### config.mk
export PLATFORM = sky130hd
export DESIGN_NAME = mesi_line_ctrl
export DESIGN_NICKNAME = d
export VERILOG_FILES = /design/src/rtl/mesi_pkg.sv /design/src/rtl/mesi_state_array.sv /design/src/rtl/mesi_snoop_unit.sv /design/src/rtl/mesi_bus_ctl.sv /design/src/rtl/mesi_line_ctrl.sv
export SDC_FILE = /design/constraint.sdc
export NUM_CORES = 1
export LEC_CHECK = 0
export ABC_AREA = 1
export BUFFER_PORTS_ARGS = -buffer_cell sky130_fd_sc_hd__buf_4
export CAP_MARGIN = 20
export CORE_AREA = 2 2 63 65
export DETAILED_ROUTE_END_ITERATION = 10
export DIE_AREA = 0 0 65 67
export PLACE_DENSITY = 0.8
export SLEW_MARGIN = 5
export SYNTH_ARGS = -nofsm -noshare
export SYNTH_HDL_FRONTEND = slang
export SYNTH_SLANG_ARGS = --single-unit
### constraint.sdc
create_clock -name clk -period 4.8 [get_ports clk]
set_clock_uncertainty 0.05 [all_clocks]
set_input_delay 0.96 -clock clk [delete_from_list [all_inputs] [get_ports clk]]
set_output_delay 0.96 -clock clk [all_outputs]
set_load 0.02 [all_outputs]
### src/rtl/mesi_pkg.sv
package mesi_pkg;
  typedef enum logic [1:0] {
    ST_I = 2'd0,
    ST_S = 2'd1,
    ST_E = 2'd2,
    ST_M = 2'd3
  } line_st_t;

  typedef enum logic [1:0] {
    OP_READ = 2'd0,
    OP_RFO  = 2'd1,
    OP_INV  = 2'd2,
    OP_WB   = 2'd3
  } bus_op_t;
endpackage

### src/rtl/mesi_state_array.sv
module mesi_state_array
  import mesi_pkg::*;
#(
  parameter int NLINES = 8,
  parameter int IDXW   = 3
) (
  input  logic            clk,
  input  logic            rst_n,
  input  logic [IDXW-1:0] rd_a_idx,
  output line_st_t        rd_a_st,
  input  logic [IDXW-1:0] rd_b_idx,
  output line_st_t        rd_b_st,
  input  logic            snp_we,
  input  logic [IDXW-1:0] snp_widx,
  input  line_st_t        snp_wst,
  input  logic            bus_we,
  input  logic [IDXW-1:0] bus_widx,
  input  line_st_t        bus_wst,
  input  logic            cpu_we,
  input  logic [IDXW-1:0] cpu_widx,
  input  line_st_t        cpu_wst
);
  line_st_t line_q [NLINES];

  // Per-line update, snoop first, then bus completion, then silent upgrade
  always_ff @(posedge clk or negedge rst_n) begin
    if (!rst_n) begin
      for (int i = 0; i < NLINES; i++) line_q[i] <= ST_I;
    end else begin
      for (int i = 0; i < NLINES; i++) begin
        if (snp_we && snp_widx == IDXW'(i))      line_q[i] <= snp_wst;
        else if (bus_we && bus_widx == IDXW'(i)) line_q[i] <= bus_wst;
        else if (cpu_we && cpu_widx == IDXW'(i)) line_q[i] <= cpu_wst;
      end
    end
  end

  assign rd_a_st = line_q[rd_a_idx];
  assign rd_b_st = line_q[rd_b_idx];
endmodule

### src/rtl/mesi_snoop_unit.sv
module mesi_snoop_unit
  import mesi_pkg::*;
#(
  parameter int IDXW = 3
) (
  input  logic            clk,
  input  logic            rst_n,
  input  logic            snp_valid,
  input  logic            snp_write,
  input  logic            snp_hit,
  input  logic [IDXW-1:0] snp_idx,
  input  line_st_t        snp_st,
  input  logic            wb_done,
  output logic            snp_retry,
  output logic            snp_shared,
  output logic            st_we,
  output line_st_t        st_wdata,
  output logic            wb_pend,
  output logic [IDXW-1:0] wb_idx,
  output logic            wb_to_inv
);
  logic match;

  always_comb begin
    match      = snp_valid && snp_hit && (snp_st != ST_I);
    snp_retry  = match && (snp_st == ST_M);
    snp_shared = match && !snp_write && (snp_st != ST_M);
    st_we      = match && (snp_st != ST_M);
    st_wdata   = snp_write ? ST_I : ST_S;
  end

  // One write-back slot; a dirty hit on another line is retried until free
  always_ff @(posedge clk or negedge rst_n) begin
    if (!rst_n) begin
      wb_pend   <= 1'b0;
      wb_idx    <= '0;
      wb_to_inv <= 1'b0;
    end else if (wb_done) begin
      wb_pend   <= 1'b0;
    end else if (snp_retry && !wb_pend) begin
      wb_pend   <= 1'b1;
      wb_idx    <= snp_idx;
      wb_to_inv <= snp_write;
    end else if (snp_retry && snp_idx == wb_idx) begin
      wb_to_inv <= wb_to_inv | snp_write;
    end
  end
endmodule

### src/rtl/mesi_bus_ctl.sv
module mesi_bus_ctl
  import mesi_pkg::*;
#(
  parameter int IDXW = 3
) (
  input  logic            cpu_valid,
  input  logic            cpu_write,
  input  logic            cpu_hit,
  input  logic [IDXW-1:0] cpu_idx,
  input  line_st_t        cpu_st,
  output logic            cpu_ready,
  input  logic            snp_valid,
  input  logic            snp_hit,
  input  logic [IDXW-1:0] snp_idx,
  input  logic            wb_pend,
  input  logic [IDXW-1:0] wb_idx,
  input  logic            wb_to_inv,
  output logic            wb_done,
  output logic            req_valid,
  input  logic            req_ready,
  output bus_op_t         req_op,
  output logic [IDXW-1:0] req_idx,
  input  logic            shared_in,
  output logic            bus_we,
  output line_st_t        bus_wst,
  output logic            cpu_we,
  output line_st_t        cpu_wst
);
  logic    stall, line_ok, need, local_done, hs;
  bus_op_t cpu_op;

  always_comb begin
    stall   = snp_valid && snp_hit && (snp_idx == cpu_idx);
    line_ok = cpu_hit && (cpu_st != ST_I);
    need    = 1'b0;
    cpu_op  = OP_READ;
    if (line_ok) begin
      if (cpu_write && cpu_st == ST_S) begin
        need   = 1'b1;
        cpu_op = OP_INV;
      end
    end else begin
      need = 1'b1;
      if (cpu_st == ST_M)  cpu_op = OP_WB;
      else if (cpu_write)  cpu_op = OP_RFO;
      else                 cpu_op = OP_READ;
    end

    local_done = cpu_valid && !stall && line_ok && !need;
    req_valid  = !snp_valid && (wb_pend || (cpu_valid && need));
    req_op     = wb_pend ? OP_WB : cpu_op;
    req_idx    = wb_pend ? wb_idx : cpu_idx;
    hs         = req_valid && req_ready;
    wb_done    = hs && wb_pend;
    cpu_ready  = local_done || (hs && !wb_pend && cpu_op != OP_WB);

    bus_we = hs;
    if (wb_pend) bus_wst = wb_to_inv ? ST_I : ST_S;
    else begin
      case (cpu_op)
        OP_READ: bus_wst = shared_in ? ST_S : ST_E;
        OP_RFO:  bus_wst = ST_M;
        OP_INV:  bus_wst = ST_M;
        default: bus_wst = ST_I;
      endcase
    end

    cpu_we  = local_done && cpu_write && (cpu_st == ST_E);
    cpu_wst = ST_M;
  end
endmodule

### src/rtl/mesi_line_ctrl.sv
module mesi_line_ctrl
  import mesi_pkg::*;
#(
  parameter int NLINES = 8,
  parameter int IDXW   = $clog2(NLINES)
) (
  input  logic            clk,
  input  logic            rst_n,
  input  logic            cpu_valid,
  input  logic            cpu_write,
  input  logic [IDXW-1:0] cpu_idx,
  input  logic            cpu_hit,
  output logic            cpu_ready,
  output logic            bus_req_valid,
  input  logic            bus_req_ready,
  output logic [1:0]      bus_req_op,
  output logic [IDXW-1:0] bus_req_idx,
  input  logic            bus_shared_in,
  input  logic            snp_valid,
  input  logic            snp_write,
  input  logic [IDXW-1:0] snp_idx,
  input  logic            snp_hit,
  output logic            snp_retry,
  output logic            snp_shared
);
  line_st_t        cpu_st, snp_st, snp_wst, bus_wst, cpu_wst;
  logic            snp_we, bus_we, cpu_we;
  logic            wb_pend, wb_to_inv, wb_done;
  logic [IDXW-1:0] wb_idx;
  bus_op_t         op;

  mesi_state_array #(.NLINES(NLINES), .IDXW(IDXW)) u_array (
    .clk(clk), .rst_n(rst_n),
    .rd_a_idx(cpu_idx), .rd_a_st(cpu_st),
    .rd_b_idx(snp_idx), .rd_b_st(snp_st),
    .snp_we(snp_we), .snp_widx(snp_idx), .snp_wst(snp_wst),
    .bus_we(bus_we), .bus_widx(bus_req_idx), .bus_wst(bus_wst),
    .cpu_we(cpu_we), .cpu_widx(cpu_idx), .cpu_wst(cpu_wst)
  );

  mesi_snoop_unit #(.IDXW(IDXW)) u_snoop (
    .clk(clk), .rst_n(rst_n),
    .snp_valid(snp_valid), .snp_write(snp_write), .snp_hit(snp_hit),
    .snp_idx(snp_idx), .snp_st(snp_st), .wb_done(wb_done),
    .snp_retry(snp_retry), .snp_shared(snp_shared),
    .st_we(snp_we), .st_wdata(snp_wst),
    .wb_pend(wb_pend), .wb_idx(wb_idx), .wb_to_inv(wb_to_inv)
  );

  mesi_bus_ctl #(.IDXW(IDXW)) u_bus (
    .cpu_valid(cpu_valid), .cpu_write(cpu_write), .cpu_hit(cpu_hit),
    .cpu_idx(cpu_idx), .cpu_st(cpu_st), .cpu_ready(cpu_ready),
    .snp_valid(snp_valid), .snp_hit(snp_hit), .snp_idx(snp_idx),
    .wb_pend(wb_pend), .wb_idx(wb_idx), .wb_to_inv(wb_to_inv),
    .wb_done(wb_done),
    .req_valid(bus_req_valid), .req_ready(bus_req_ready),
    .req_op(op), .req_idx(bus_req_idx), .shared_in(bus_shared_in),
    .bus_we(bus_we), .bus_wst(bus_wst),
    .cpu_we(cpu_we), .cpu_wst(cpu_wst)
  );

  assign bus_req_op = op;
endmodule

* After elaboration in Yosys (flattened, before gate mapping)
Cells that the tools add are included. W data, S select, Z words.
Word-level totals: output and inout bits 9, word-level logic and storage cells 167, bits in registers 21
Operators by class: equality and inequality tests 31, reductions and logical operators 72, multiplexer cells 47, $lt $le $gt $ge 2, bitwise logic cells 4
Operators by type and width (count):
- $mux W2 | 34
- $logic_and A1 B1 Y1 | 46
- $eq A3 B3 Y1 const B | 12
- $reduce_bool A3 Y1 | 8
- $eq A3 B2 Y1 const B | 6
- $bmux W2 S3 | 2
- $eq A3 B1 Y1 const B | 3
- $logic_not A3 Y1 | 3
- $mux W1 | 9
- $eq A2 B2 Y1 const B | 4
- $ge A4 B4 Y1 const B | 2
- $not A3 Y4 | 2
- $reduce_bool A2 Y1 | 4
- $eq A3 B3 Y1 | 2
- $logic_not A1 Y1 | 5
- $eq A2 B1 Y1 const B | 2
- $ne A2 B2 Y1 const B | 2
- $pmux W2 S2 | 1
- $reduce_and A2 Y1 | 2
- $mux W3 | 1
- $logic_not A2 Y1 | 1
- $logic_or A1 B1 Y1 | 2
- $reduce_or A2 Y1 | 1
- $not A1 Y1 | 1
- $or A1 B1 Y1 | 1

* Depth between registers and ports, before layout
depth after elaboration 16, gate-level depth with buffers 22, gate-level depth less buffers 21

* Cells and area by module
A second synthesis with hierarchy kept.
Second synthesis, totals: cells, all modules 387, area total of the unflattened synthesis 2249.7 um^2
By module, submodules not included:
- mesi_state_array | cells each 276, area each 1576.5 um^2, instances 1, seq. area each 400.4 um^2
- mesi_snoop_unit | cells each 47, area each 337.8 um^2, instances 1, seq. area each 125.1 um^2
- mesi_bus_ctl | cells each 64, area each 335.3 um^2, instances 1, seq. area each 0.0 um^2

* Least setup slack after synthesis
OpenSTA, ideal clock, no wires.
path kind input port to output port, start input port snp_idx[1], end output port snp_shared, data required time 3.790 ns, slack 1.493 ns, data arrival time 2.297 ns, stages 10, path buffers 1, path through buf_4 > nand2_1 > inv_1 > nand2_1 > nand4_1 > nand2_1 > nand2_1 > nand3_4 > inv_1 > nor3_1
Between the ends: cells in the longest elaborated chain, start to end 8, elaborated cells on any way between the ends 9
RTL lines:
- start, declared | RTL line mesi_line_ctrl.sv:21 | input logic [IDXW-1:0] snp_idx,
- $not A3 Y4 (not written as such) (*) | RTL line mesi_state_array.sv:39 | assign rd_b_st = line_q[rd_b_idx];
- $bmux W2 S3 (*) | RTL line mesi_state_array.sv:39
- $mux W2 (not written as such) (*) (2 in series) | RTL line mesi_state_array.sv:39
- $reduce_bool A2 Y1 | RTL line mesi_snoop_unit.sv:25 | match = snp_valid && snp_hit && (snp_st != ST_I);
- $logic_and A1 B1 Y1 | RTL line mesi_snoop_unit.sv:25
- $logic_and A1 B1 Y1 | RTL line mesi_snoop_unit.sv:27 | snp_shared = match && !snp_write && (snp_st != ST_M);
- $logic_and A1 B1 Y1 (*) | RTL line mesi_snoop_unit.sv:27
- end, declared | RTL line mesi_line_ctrl.sv:24 | output logic snp_shared
Every way passes the cells marked *; elsewhere a longest branch is shown, timed or not. The select of a mux whose other input is x is not followed.

* Worst setup path in the final report
start input port cpu_idx[0], end output port cpu_ready
Between the ends: cells in the longest elaborated chain, start to end 15, elaborated cells on any way between the ends 29
RTL lines:
- start, declared | RTL line mesi_line_ctrl.sv:11 | input logic [IDXW-1:0] cpu_idx,
- $not A3 Y4 (not written as such) | RTL line mesi_state_array.sv:38 | assign rd_a_st = line_q[rd_a_idx];
- $bmux W2 S3 | RTL line mesi_state_array.sv:38
- $mux W2 (not written as such) (2 in series) | RTL line mesi_state_array.sv:38
- $eq A2 B1 Y1 | RTL line mesi_bus_ctl.sv:38 | if (cpu_write && cpu_st == ST_S) begin
- $logic_and A1 B1 Y1 | RTL line mesi_bus_ctl.sv:38
- $mux W1 | RTL line mesi_bus_ctl.sv:38
- $mux W1 | RTL line mesi_bus_ctl.sv:37 | if (line_ok) begin
- $logic_and A1 B1 Y1 | RTL line mesi_bus_ctl.sv:50 | req_valid = !snp_valid && (wb_pend || (cpu_valid && need));
- $logic_or A1 B1 Y1 | RTL line mesi_bus_ctl.sv:50
- $logic_and A1 B1 Y1 | RTL line mesi_bus_ctl.sv:50
- $logic_and A1 B1 Y1 | RTL line mesi_bus_ctl.sv:53 | hs = req_valid && req_ready;
- $logic_and A1 B1 Y1 (2 in series) | RTL line mesi_bus_ctl.sv:55 | cpu_ready = local_done || (hs && !wb_pend && cpu_op != OP_WB);
- $logic_or A1 B1 Y1 (*) | RTL line mesi_bus_ctl.sv:55
- end, declared | RTL line mesi_line_ctrl.sv:13 | output logic cpu_ready,
Marked as above.

==> flow_metrics.env <==
export IMPL_rsz0062_at_grt="false"
export IMPL_final_nets=389
export IMPL_synth_area_leaders="dfrtp_1, nand2_1, nand4_1"
export IMPL_die_w_um=65
export IMPL_cts_tree="yes"
export IMPL_clockBufferDepth=2
export IMPL_comb_power_share_pct=58.1
export IMPL_routed_wl_mm=6.22
export IMPL_synth_fp_nets=367
export IMPL_syn_area_per_cell_um2=6.50
export IMPL_clock_sinks=21
export IMPL_max_freq_mhz=274
export IMPL_netSwitchingPower_mw=0.597
export IMPL_end_kind="output port"
export IMPL_avgRoutedWirePerCell_um=14.9
export IMPL_port_buffers=24
export IMPL_p_clk_share_pct=10.5
export IMPL_async_flop_share_pct=100
export IMPL_clk_pin_slew_ns=0.08
export IMPL_viasPerCell=5.68
export IMPL_cap_violations=0
export IMPL_grt_first_pass_wirelength_mm=10.2
export IMPL_p_leak_nw=1.44
export IMPL_globalRouteOverflowTotal=0
export IMPL_hold_class="flip-flop to flip-flop"
export IMPL_setup_viol=0
export IMPL_ant_nets=0
export IMPL_cts_setup_buffers=0
export IMPL_dpl_instance_area_mm2=0.00245
export IMPL_antenna_found_initial=0
export IMPL_use_met2_pct=50.3
export IMPL_fill_cells=359
export IMPL_ys_seq_area_share_pct=23.2
export IMPL_gp_congestion=0.908
export IMPL_synthCells=349
export IMPL_post_synth_top_area_fraction_pct=23.2
export IMPL_ys_warn_count=0
export IMPL_yosysUniqueCellTypes=36
export IMPL_crit_slowest_cell="ha_1"
export IMPL_synth_most_common_cell="nand2_1"
export IMPL_cts_root_buffer="clkbuf_8"
export IMPL_grt_util_all_layers_pct=31.0
export IMPL_crit_buf_inv=3
export IMPL_dp_hpwl_mm=4.78
export IMPL_ys_ff_latch=21
export IMPL_crit_path_max_incr_delay_ns=0.18
export IMPL_insertion_delay_ns=0.27
export IMPL_hold_viol=0
export IMPL_initial_core_util_pct=62.9
export IMPL_grt_use_met1_pct=42.4
export IMPL_cts_made_buffers=3
export IMPL_fin_crit_sh_pct=76.0
export IMPL_drtPass1Iterations=7
export IMPL_io_pins=25
export IMPL_min_period_ns=3.65
export IMPL_pwr_share_seq_pct=31.3
export IMPL_drt_iter0_drc=212
export IMPL_fin_hold_ws_ns=0.457
export IMPL_crit_required_ns=3.79
export IMPL_layout_drive_gt1_share_pct=22.2
export IMPL_setup_tns_ns=0
export IMPL_status="complete, no violations"
export IMPL_stdcell_area_mm2=0.00249
export IMPL_synth_commonest_cells="nand2_1, inv_1, nor2_1"
export IMPL_die_height_um=67
export IMPL_cts_resized=0
export IMPL_core_area_mm2=0.00361
export IMPL_synth_largest_area_cell="dfrtp_1"
export IMPL_drc=0
export IMPL_vias=2375
export IMPL_grt_max_degree=22
export IMPL_rows=22
export IMPL_grt_pass1_vias=2172
export IMPL_path_common_cell="nand2_1"
export IMPL_synthToLayoutAreaGrowth_pct=9.81
export IMPL_arrival_ns=2.64
export IMPL_crit_path_start_kind="primary input"
export IMPL_path_cells="buf_4 > inv_2 > nand2_1 > nand2_1 > nand2_1 > nand3_2 > nand2_4 > nand2_2 > nand2_2 > nor2_4 > a21oi_1 > ha_1 > nor2_1 > nand2_1 > nand2_1 > buf_4"
export IMPL_crit_fanout=15
export IMPL_crit_type="primary input to output port"
export IMPL_tightest_slew_ns=0.807
export IMPL_critical_path_top_delay_family="simple AND/OR/NAND/NOR gates"
export IMPL_postCtsHoldBufs=0
export IMPL_antenna_cells=0
export IMPL_p_int_mw=0.564
export IMPL_die_area_mm2=0.00436
export IMPL_synth_edf_count=0
export IMPL_globalRouteMet3Util_pct=4.39
export IMPL_cts_max_level=1
export IMPL_drv_slew=0
export IMPL_switching_share_pct=51.4
export IMPL_vdd_ir_drop_max_uv=284
export IMPL_synthFlopType="dfrtp_1"
export IMPL_slew_headroom_pct=46.0
export IMPL_top_usage_layer="met2"
export IMPL_power_density_mw_per_mm2=466
export IMPL_netlist_area_mm2=0.00227
metrics by stage:
stage | util (%) | cells | worst slack, ns | power [mW]
global placement | 67.8 | 414 | 1.19 | 1.02
detailed placement | 67.8 | 414 | 1.16 | 1.03
global route | 69.1 | 418 | 0.976 | 1.25
floorplan | - | 349 | 1.49 | 0.833
finish | 69.1 | 418 | 1.15 | 1.16
CTS | 69.1 | 418 | 1.16 | 1.15
routing by layer:
metal  vias up  routed length, um  share of wire [%]
met2       101               2850                 46
li1       1184                  -                  -
met1      1074               2670                 43
met4         0                167                2.7
met5         -                  0                  0
met3        16                533                8.6
state kept, by name, summed over array words and instances, names as in the netlist:
register / flops
u_snoop.wb_to_inv: 1
u_array.line_q: 16
u_snoop.wb_idx: 3
u_snoop.wb_pend: 1
worst register-to-register path: cells and delay by family, from the launching register on:
| kind | cells | cell delay (ns) |
|---|---|---|
| simple gates | 11 | 0.79 |
| compound gates | 4 | 0.89 |
| flops | 1 | 0.45 |
| fa+ha+maj | 1 | 0.29 |
| buf+inv | 4 | 0.25 |
cells by family after synthesis:
family	count (synthesis)	share of synthesized area (%)
AO/OA/AOI/OAI	28	7.17
XOR/XNOR	3	1.16
adder cells (fa/ha/maj)	2	1.10
buffers and inverters	47	9.43
flip-flops	21	23.2
AND/OR/NAND/NOR	248	58.0
area by class of cell:
type	instances	area [um2]	share of cell area [%]
Tap cell	48	60.1	2.41
Timing Repair Buffer	24	180	7.23
Clock buffer	3	41.3	1.66
Inverter	40	150	6.02
Sequential cell	21	526	21.1
Multi-Input combinational cell	281	1530	61.4
Clock inverter	1	5.00	0.201
path summary, 6_finish.rpt:
path / start / to / slack [ns] / cells past startpoint
worst max-delay path: cpu_idx[0] / cpu_ready / 1.15 / 16
worst min-delay path: u_snoop.wb_to_inv / u_snoop.wb_to_inv / 0.46 / 1
worst max register to register: u_array.line_q[12] / u_array.line_q[10] / 2.01 / 20
worst min register to register: u_snoop.wb_to_inv / u_snoop.wb_to_inv / 0.46 / 1
max in group asynchronous: rst_n / u_array.line_q[3] / 3.95 / 1
min in group asynchronous: rst_n / u_array.line_q[12] / 0.52 / 1
layout by cell type (no fill, tap or decap), types with 2 or more instances in the layout:
master | synthesis | final
nand2_1 | 127 | 127
inv_1 | 32 | 32
nor2_1 | 32 | 32
buf_4 | 2 | 24
dfrtp_1 | 21 | 21
nand4_1 | 20 | 20
nand3_1 | 16 | 16
o21ai_0 | 13 | 13
nand3_2 | 12 | 12
nand4_2 | 10 | 10
nand2_2 | 9 | 9
inv_2 | 6 | 6
a21oi_1 | 6 | 6
nor3_1 | 5 | 5
nand2_4 | 3 | 3
or2_2 | 3 | 3
nor2_2 | 3 | 3
a22oi_1 | 3 | 3
xnor2_1 | 3 | 3
clkbuf_8 | 2 | 3
nand3_4 | 2 | 2
clkinv_1 | 2 | 2
o22ai_1 | 2 | 2
ha_1 | 2 | 2
power by group through the flow:
stage               clock (mW)  combinational [mW]  sequential, mW
global route             0.128               0.752           0.368
detailed placement           0               0.666           0.361
finish                   0.122               0.675           0.364
global placement             0               0.654           0.363
floorplan                    0               0.514           0.320
CTS                      0.122               0.668           0.357
Note: power is estimated with default switching activity, not from simulation.
